### config.mk
export PLATFORM = sky130hd
export DESIGN_NAME = wprot_arbiter
export DESIGN_NICKNAME = d
export VERILOG_FILES = /design/src/rtl/wprot_pkg.sv /design/src/rtl/wprot_lockbank.sv /design/src/rtl/wprot_decide.sv /design/src/rtl/wprot_oplatch.sv /design/src/rtl/wprot_arbiter.sv
export SDC_FILE = /design/constraint.sdc
export NUM_CORES = 1
export LEC_CHECK = 0
export BUFFER_PORTS_ARGS = -buffer_cell sky130_fd_sc_hd__buf_2
export CORE_MARGIN = 2
export CORE_UTILIZATION = 40
export CTS_CLUSTER_DIAMETER = 100
export DETAILED_ROUTE_END_ITERATION = 6
export PLACE_DENSITY_LB_ADDON = 0.25
export SYNTH_ARGS = -nofsm -noshare
export SYNTH_HDL_FRONTEND = slang
export SYNTH_SLANG_ARGS = --single-unit
### constraint.sdc
create_clock -name clk -period 1.3 [get_ports clk]
set_input_delay 0.13 -clock clk [delete_from_list [all_inputs] [get_ports clk]]
set_output_delay 0.13 -clock clk [all_outputs]
set_load 0.01 [all_outputs]
### src/rtl/wprot_pkg.sv
package wprot_pkg;
   typedef enum logic [1:0] {
      VERDICT_NONE  = 2'd0,
      VERDICT_GRANT = 2'd1,
      VERDICT_DENY  = 2'd2
   } verdict_e;
endpackage

### src/rtl/wprot_lockbank.sv
module wprot_lockbank #(
   parameter int   NBLK_W   = 4,
   parameter logic LOCK_RST = 1'b1,
   localparam int  NBLK     = 1 << NBLK_W
) (
   input  logic              clk,
   input  logic              rst_n,
   input  logic              we,
   input  logic [NBLK_W-1:0] wsel,
   input  logic              wdata,
   input  logic [NBLK_W-1:0] rsel,
   output logic              rdata,
   output logic [NBLK-1:0]   lock_vec
);
   for (genvar gi = 0; gi < NBLK; gi++) begin : g_bit
      always_ff @(posedge clk or negedge rst_n) begin
         if (!rst_n)
            lock_vec[gi] <= LOCK_RST;
         else if (we && (wsel == NBLK_W'(gi)))
            lock_vec[gi] <= wdata;
      end
   end

   assign rdata = lock_vec[rsel];
endmodule

### src/rtl/wprot_decide.sv
module wprot_decide #(
   parameter int  ADDR_W   = 20,
   parameter int  NBLK_W   = 4,
   parameter int  BOOT_BLK = (1 << NBLK_W) - 1,
   localparam int NBLK     = 1 << NBLK_W
) (
   input  logic [ADDR_W-1:0] addr,
   input  logic [NBLK-1:0]   lock_vec,
   input  logic              boot_lock_n,
   input  logic              wr_prot_n,
   output logic              deny
);
   logic [NBLK-1:0]   prot_vec;
   logic [NBLK_W-1:0] blk;

   assign blk = addr[ADDR_W-1 -: NBLK_W];

   for (genvar gi = 0; gi < NBLK; gi++) begin : g_prot
      if (gi == BOOT_BLK) begin : g_boot
         assign prot_vec[gi] = lock_vec[gi] | ~boot_lock_n;
      end else begin : g_main
         assign prot_vec[gi] = lock_vec[gi] | ~wr_prot_n;
      end
   end

   assign deny = prot_vec[blk];
endmodule

### src/rtl/wprot_oplatch.sv
module wprot_oplatch
   import wprot_pkg::*;
(
   input  logic clk,
   input  logic rst_n,
   input  logic req_start,
   input  logic deny,
   output logic eng_start,
   output logic op_reject,
   output logic op_allowed
);
   verdict_e verdict_q;

   always_ff @(posedge clk or negedge rst_n) begin
      if (!rst_n) begin
         verdict_q  <= VERDICT_NONE;
         op_allowed <= 1'b0;
      end else begin
         if (req_start) begin
            verdict_q  <= deny ? VERDICT_DENY : VERDICT_GRANT;
            op_allowed <= ~deny;
         end else begin
            verdict_q  <= VERDICT_NONE;
         end
      end
   end

   assign eng_start = (verdict_q == VERDICT_GRANT);
   assign op_reject = (verdict_q == VERDICT_DENY);
endmodule

### src/rtl/wprot_arbiter.sv
module wprot_arbiter #(
   parameter int   ADDR_W   = 20,
   parameter int   NBLK_W   = 4,
   parameter logic LOCK_RST = 1'b1,
   localparam int  NBLK     = 1 << NBLK_W,
   localparam int  BOOT_BLK = NBLK - 1
) (
   input  logic              clk,
   input  logic              rst_n,
   input  logic              boot_lock_n,
   input  logic              wr_prot_n,
   input  logic              lock_we,
   input  logic [NBLK_W-1:0] lock_wsel,
   input  logic              lock_wdata,
   input  logic [NBLK_W-1:0] lock_rsel,
   output logic              lock_rdata,
   input  logic              req_start,
   input  logic [ADDR_W-1:0] req_addr,
   output logic              eng_start,
   output logic              op_reject,
   output logic              op_allowed
);
   if (NBLK_W < 1 || NBLK_W > ADDR_W) begin : g_bad_blk
      $error("wprot_arbiter: NBLK_W must lie in 1..ADDR_W");
   end
   if (NBLK_W > 8) begin : g_bad_size
      $error("wprot_arbiter: NBLK_W too large for a flat lock bank");
   end

   logic [NBLK-1:0] lock_vec;
   logic            deny;

   wprot_lockbank #(.NBLK_W(NBLK_W), .LOCK_RST(LOCK_RST)) u_bank (
      .clk      (clk),
      .rst_n    (rst_n),
      .we       (lock_we),
      .wsel     (lock_wsel),
      .wdata    (lock_wdata),
      .rsel     (lock_rsel),
      .rdata    (lock_rdata),
      .lock_vec (lock_vec)
   );

   wprot_decide #(.ADDR_W(ADDR_W), .NBLK_W(NBLK_W), .BOOT_BLK(BOOT_BLK)) u_dec (
      .addr        (req_addr),
      .lock_vec    (lock_vec),
      .boot_lock_n (boot_lock_n),
      .wr_prot_n   (wr_prot_n),
      .deny        (deny)
   );

   wprot_oplatch u_latch (
      .clk        (clk),
      .rst_n      (rst_n),
      .req_start  (req_start),
      .deny       (deny),
      .eng_start  (eng_start),
      .op_reject  (op_reject),
      .op_allowed (op_allowed)
   );
endmodule

==> metrics.log <==
INFO  metric outcome = finished with violations
INFO  metric violations_in_the_final_reports = setup timing
INFO  metric fin_max_slew_vios = 0
INFO  metric floorplan.die.width = 57 microns
INFO  metric worst_hold_path.num_cells = 2
INFO  metric pre_cts_ws = -249.8 ps
INFO  metric clock_insertion_delay_worst_skew = 290 ps
INFO  metric globalRouteTotalUtil = 16.34%
INFO  metric fin_setup_tns = -1459 ps
INFO  metric critical_path.most_common_cell = sky130_fd_sc_hd__mux4_2
INFO  metric grt_start_max_net_pins = 20
INFO  metric postSynthAreaPerCell = 12.77 sq um
INFO  metric synth_cell_types = 23
INFO  metric setup_viol = 4
INFO  metric cp.buffers_inverters = 1
INFO  metric post_synth_xor_area_fraction = 0%
INFO  metric synth_simple_gate_area_share = 16.37%
INFO  metric dieArea = 3249 sq um
INFO  metric timing.critical_path.to_type = primary output
INFO  metric globalplace.congestion = 0.7678
INFO  metric core_area = 2710 sq um
INFO  metric timing.clock.skew = 2.402 ps
INFO  metric n_antenna_cell = 0
INFO  metric clock_sink_count = 19
INFO  metric numCtsBuffers = 3
INFO  metric cap_viol_max_count = 0
INFO  metric worstMarginPinSlew = 421.6 ps
INFO  metric synth_fa_ha_area_share = 0%
INFO  metric detailedRoute.firstPassIterationCount = 4
INFO  metric worstHoldPathType = input port to register
INFO  metric worstPathCellList = mux4_2 > mux4_2 > buf_2
INFO  metric postSynthRegisterBits = 19
INFO  metric final.fill_count = 262
INFO  metric synth_largest_area_cell = sky130_fd_sc_hd__dfstp_2
INFO  metric finalHoldViolCount = 0
INFO  metric root_buffer = sky130_fd_sc_hd__clkbuf_4
INFO  metric postSynthCellCount = 88
INFO  metric synth_sequential_area_ratio = 44.10%
INFO  metric grt_pass1_vias = 891
INFO  metric drc_errors = 0
INFO  metric cpMaxStageDelayCell = sky130_fd_sc_hd__mux4_2
INFO  metric timing.final.crit_share = 144.1%
INFO  metric io_pins = 39
INFO  metric gate_family_responsible_for_the_most_delay_along_the_worst_path = multiplexers
INFO  metric avgViaCountPerCell = 5.280
INFO  metric lkg_pwr = 0.5913 nW
INFO  metric detail_route.iter0.violations = 18
INFO  metric rows = 19
INFO  metric post_synth_instance_area = 1124 sq um
INFO  metric synth_top_area_share = 37.42%
INFO  metric placed_cells = 151
INFO  metric detail-route-antenna-nets = 0
INFO  metric die_height = 57 microns
INFO  metric worstSetupPathDepth = 3
INFO  metric cts.path.max_buffers = 2
INFO  metric combinational_family_with_the_most_area_after_synthesis = multiplexers
INFO  metric hpwlAfterDp = 1860 microns
INFO  metric clock.fmax = 533.8 MHz
INFO  metric compound_gate_portion_of_the_synthesized_area = 2.561%
INFO  metric antenna_found_initial = 0
INFO  metric fin_crit = 1873 ps
INFO  metric cts_tree = done
INFO  metric peakVddDrop = 0.5491 mV
INFO  metric htreeDepth = 1
INFO  metric finish.net_count = 162
INFO  metric wirelength = 2302 microns
INFO  metric max_slew_margin = 71.90%
INFO  metric post_synth_mux_area_share = 34.63%
INFO  metric rr_worst_depth = 6
INFO  metric synth_to_layout_area_growth = 24.83%
INFO  metric portBuffers = 22
INFO  metric cp_data_arrival_time = 1740 ps
INFO  metric fin_ws = -573.4 ps
INFO  metric floorplan.initialDensity = 41.46%
INFO  metric cts.reportedPaths.clkPinSlew = 110 ps
INFO  metric setup_repair_after_global_routing_missed_its_margin = true
INFO  metric critical-path-max-stage-delay = 460 ps
INFO  metric dr_total_vias = 829
INFO  metric yosysWarnings = 0
INFO  metric timing.setup.critical_path_class = register to primary output
INFO  metric yosys-top-cells-area = sky130_fd_sc_hd__dfstp_2, sky130_fd_sc_hd__mux2_2, sky130_fd_sc_hd__mux4_2, sky130_fd_sc_hd__dfrtp_1, sky130_fd_sc_hd__nor2_1
INFO  metric required = 1170 ps
INFO  metric final_cells = 157
INFO  metric critical_path.startpoint_type = register
INFO  metric detail_route.wl_per_cell = 14.66 microns
INFO  metric synth.net_count = 123
INFO  metric finalPower = 0.001719 W
INFO  metric grt_pass1_wl = 4057 microns
INFO  metric cp_max_fo = 2
INFO  metric cellPowerDensity = 1225 nW/um^2
INFO  metric post_route_cells_drive_above_1_share = 64.29%
INFO  metric global_route.overflow_total = 0
## layout by cell type (no fill, tap or decap)
| master | count |
|---|---|
| sky130_fd_sc_hd__a21boi_1 | 1 |
| sky130_fd_sc_hd__a31oi_1 | 2 |
| sky130_fd_sc_hd__and3_1 | 1 |
| sky130_fd_sc_hd__buf_2 | 22 |
| sky130_fd_sc_hd__buf_4 | 14 |
| sky130_fd_sc_hd__buf_6 | 1 |
| sky130_fd_sc_hd__clkbuf_1 | 1 |
| sky130_fd_sc_hd__clkbuf_4 | 3 |
| sky130_fd_sc_hd__dfrtp_1 | 3 |
| sky130_fd_sc_hd__dfstp_2 | 16 |
| sky130_fd_sc_hd__dlygate4sd3_1 | 1 |
| sky130_fd_sc_hd__inv_1 | 1 |
| sky130_fd_sc_hd__mux2_2 | 17 |
| sky130_fd_sc_hd__mux2i_1 | 4 |
| sky130_fd_sc_hd__mux4_2 | 7 |
| sky130_fd_sc_hd__nand2_1 | 2 |
| sky130_fd_sc_hd__nand2b_1 | 2 |
| sky130_fd_sc_hd__nand3_1 | 2 |
| sky130_fd_sc_hd__nand3b_1 | 4 |
| sky130_fd_sc_hd__nand4b_1 | 1 |
| sky130_fd_sc_hd__nor2_1 | 11 |
| sky130_fd_sc_hd__nor2b_1 | 3 |
| sky130_fd_sc_hd__nor3_1 | 3 |
| sky130_fd_sc_hd__nor3b_1 | 1 |
| sky130_fd_sc_hd__nor4b_2 | 1 |
| sky130_fd_sc_hd__o311ai_0 | 1 |
| sky130_fd_sc_hd__or4bb_1 | 1 |
## final timing paths
kind | startpoint | end | slack (ps)
max | u_bank.lock_vec[15]$_DFFE_PN1P_ | lock_rdata | -570
min | req_start | u_latch.op_allowed$_DFFE_PN0P_ | 40
max reg2reg | u_bank.lock_vec[3]$_DFFE_PN1P_ | u_latch.verdict_q[1]$_DFF_PN0_ | -300
min reg2reg | u_latch.op_allowed$_DFFE_PN0P_ | u_latch.op_allowed$_DFFE_PN0P_ | 550
max in group asynchronous | rst_n | u_bank.lock_vec[9]$_DFFE_PN1P_ | 680
min in group asynchronous | rst_n | u_latch.verdict_q[1]$_DFF_PN0_ | 290
## area by class of cell
class / count / area (sq um) / area share (%)
multi-input combinational: 64 / 601.8 / 42.91
sequential: 19 / 495.5 / 35.33
inverter: 1 / 3.754 / 0.2676
tap: 31 / 38.79 / 2.765
clock buffer: 4 / 26.28 / 1.873
timing repair buffer: 38 / 236.5 / 16.86
## routing by layer
layer	up-vias	GRT usage [%]	part of all wire [%]
li1	404	-	-
met1	411	20.95	44
met2	12	27.75	52
met3	2	2.268	3.3
met4	0	6.977	0.78
met5	-	0	0
## cells by family after synthesis
| kind of cell | Yosys count |
|---|---|
| simple gates | 32 |
| compound gates | 4 |
| mux | 28 |
| flops | 19 |
| buf+inv | 5 |
## report_power, final
part / internal [W] / switching, W / leakage, nW
sequential: 0.000802 / 0.0000818 / 0.205
combinational: 0.000350 / 0.000190 / 0.371
clock: 0.000119 / 0.000176 / 0.0150
total: 0.00127 / 0.000448 / 0.591
## Yosys cell counts
master,number
sky130_fd_sc_hd__nor3b_1,1
sky130_fd_sc_hd__o311ai_0,1
sky130_fd_sc_hd__a31oi_1,2
sky130_fd_sc_hd__nor3_1,3
sky130_fd_sc_hd__dfstp_2,16
sky130_fd_sc_hd__dfrtp_1,3
sky130_fd_sc_hd__and3_1,1
sky130_fd_sc_hd__nand3b_1,4
sky130_fd_sc_hd__nand3_1,2
sky130_fd_sc_hd__mux2i_1,4
sky130_fd_sc_hd__or4bb_1,1
sky130_fd_sc_hd__mux4_2,7
sky130_fd_sc_hd__inv_1,1
sky130_fd_sc_hd__clkbuf_1,3
sky130_fd_sc_hd__nand4b_1,1
sky130_fd_sc_hd__buf_6,1
sky130_fd_sc_hd__nor2_1,11
sky130_fd_sc_hd__a21boi_1,1
sky130_fd_sc_hd__mux2_2,17
sky130_fd_sc_hd__nor2b_1,3
sky130_fd_sc_hd__nand2_1,2
sky130_fd_sc_hd__nand2b_1,2
sky130_fd_sc_hd__nor4b_2,1
## per-stage QoR
step | hold slack [ps] | cell area (sq um) | util, %
after floorplan | -165.6 | 1124 | -
after global placement | 83.94 | 1355 | 50.00
after detailed placement | 88.40 | 1355 | 50.00
after CTS | 37.95 | 1391 | 51.34
after global routing | 49.18 | 1403 | 51.75
final | 43.43 | 1403 | 51.75
## repair_timing
action,4_1_cts,5_1_grt
hold buffers,1,0
pin swaps,2,2
buffers inserted,0,1
endpoints found under the hold margin,3,0
setup endpoints to repair,4,4
resized for setup,0,1
## worst reg2reg max path: stages, from the launching register on
cell and delay (ps):
sky130_fd_sc_hd__dfstp_2 550, sky130_fd_sc_hd__buf_4 100, sky130_fd_sc_hd__buf_6 80, sky130_fd_sc_hd__mux2i_1 50
sky130_fd_sc_hd__mux4_2 470, sky130_fd_sc_hd__nand3b_1 140, sky130_fd_sc_hd__and3_1 160
## sequential cells by signal (all words and copies together) (netlist names)
register	count
u_bank.lock_vec	16
u_latch.verdict_q	2
u_latch.op_allowed	1
Power figures use the tool's default switching activity.
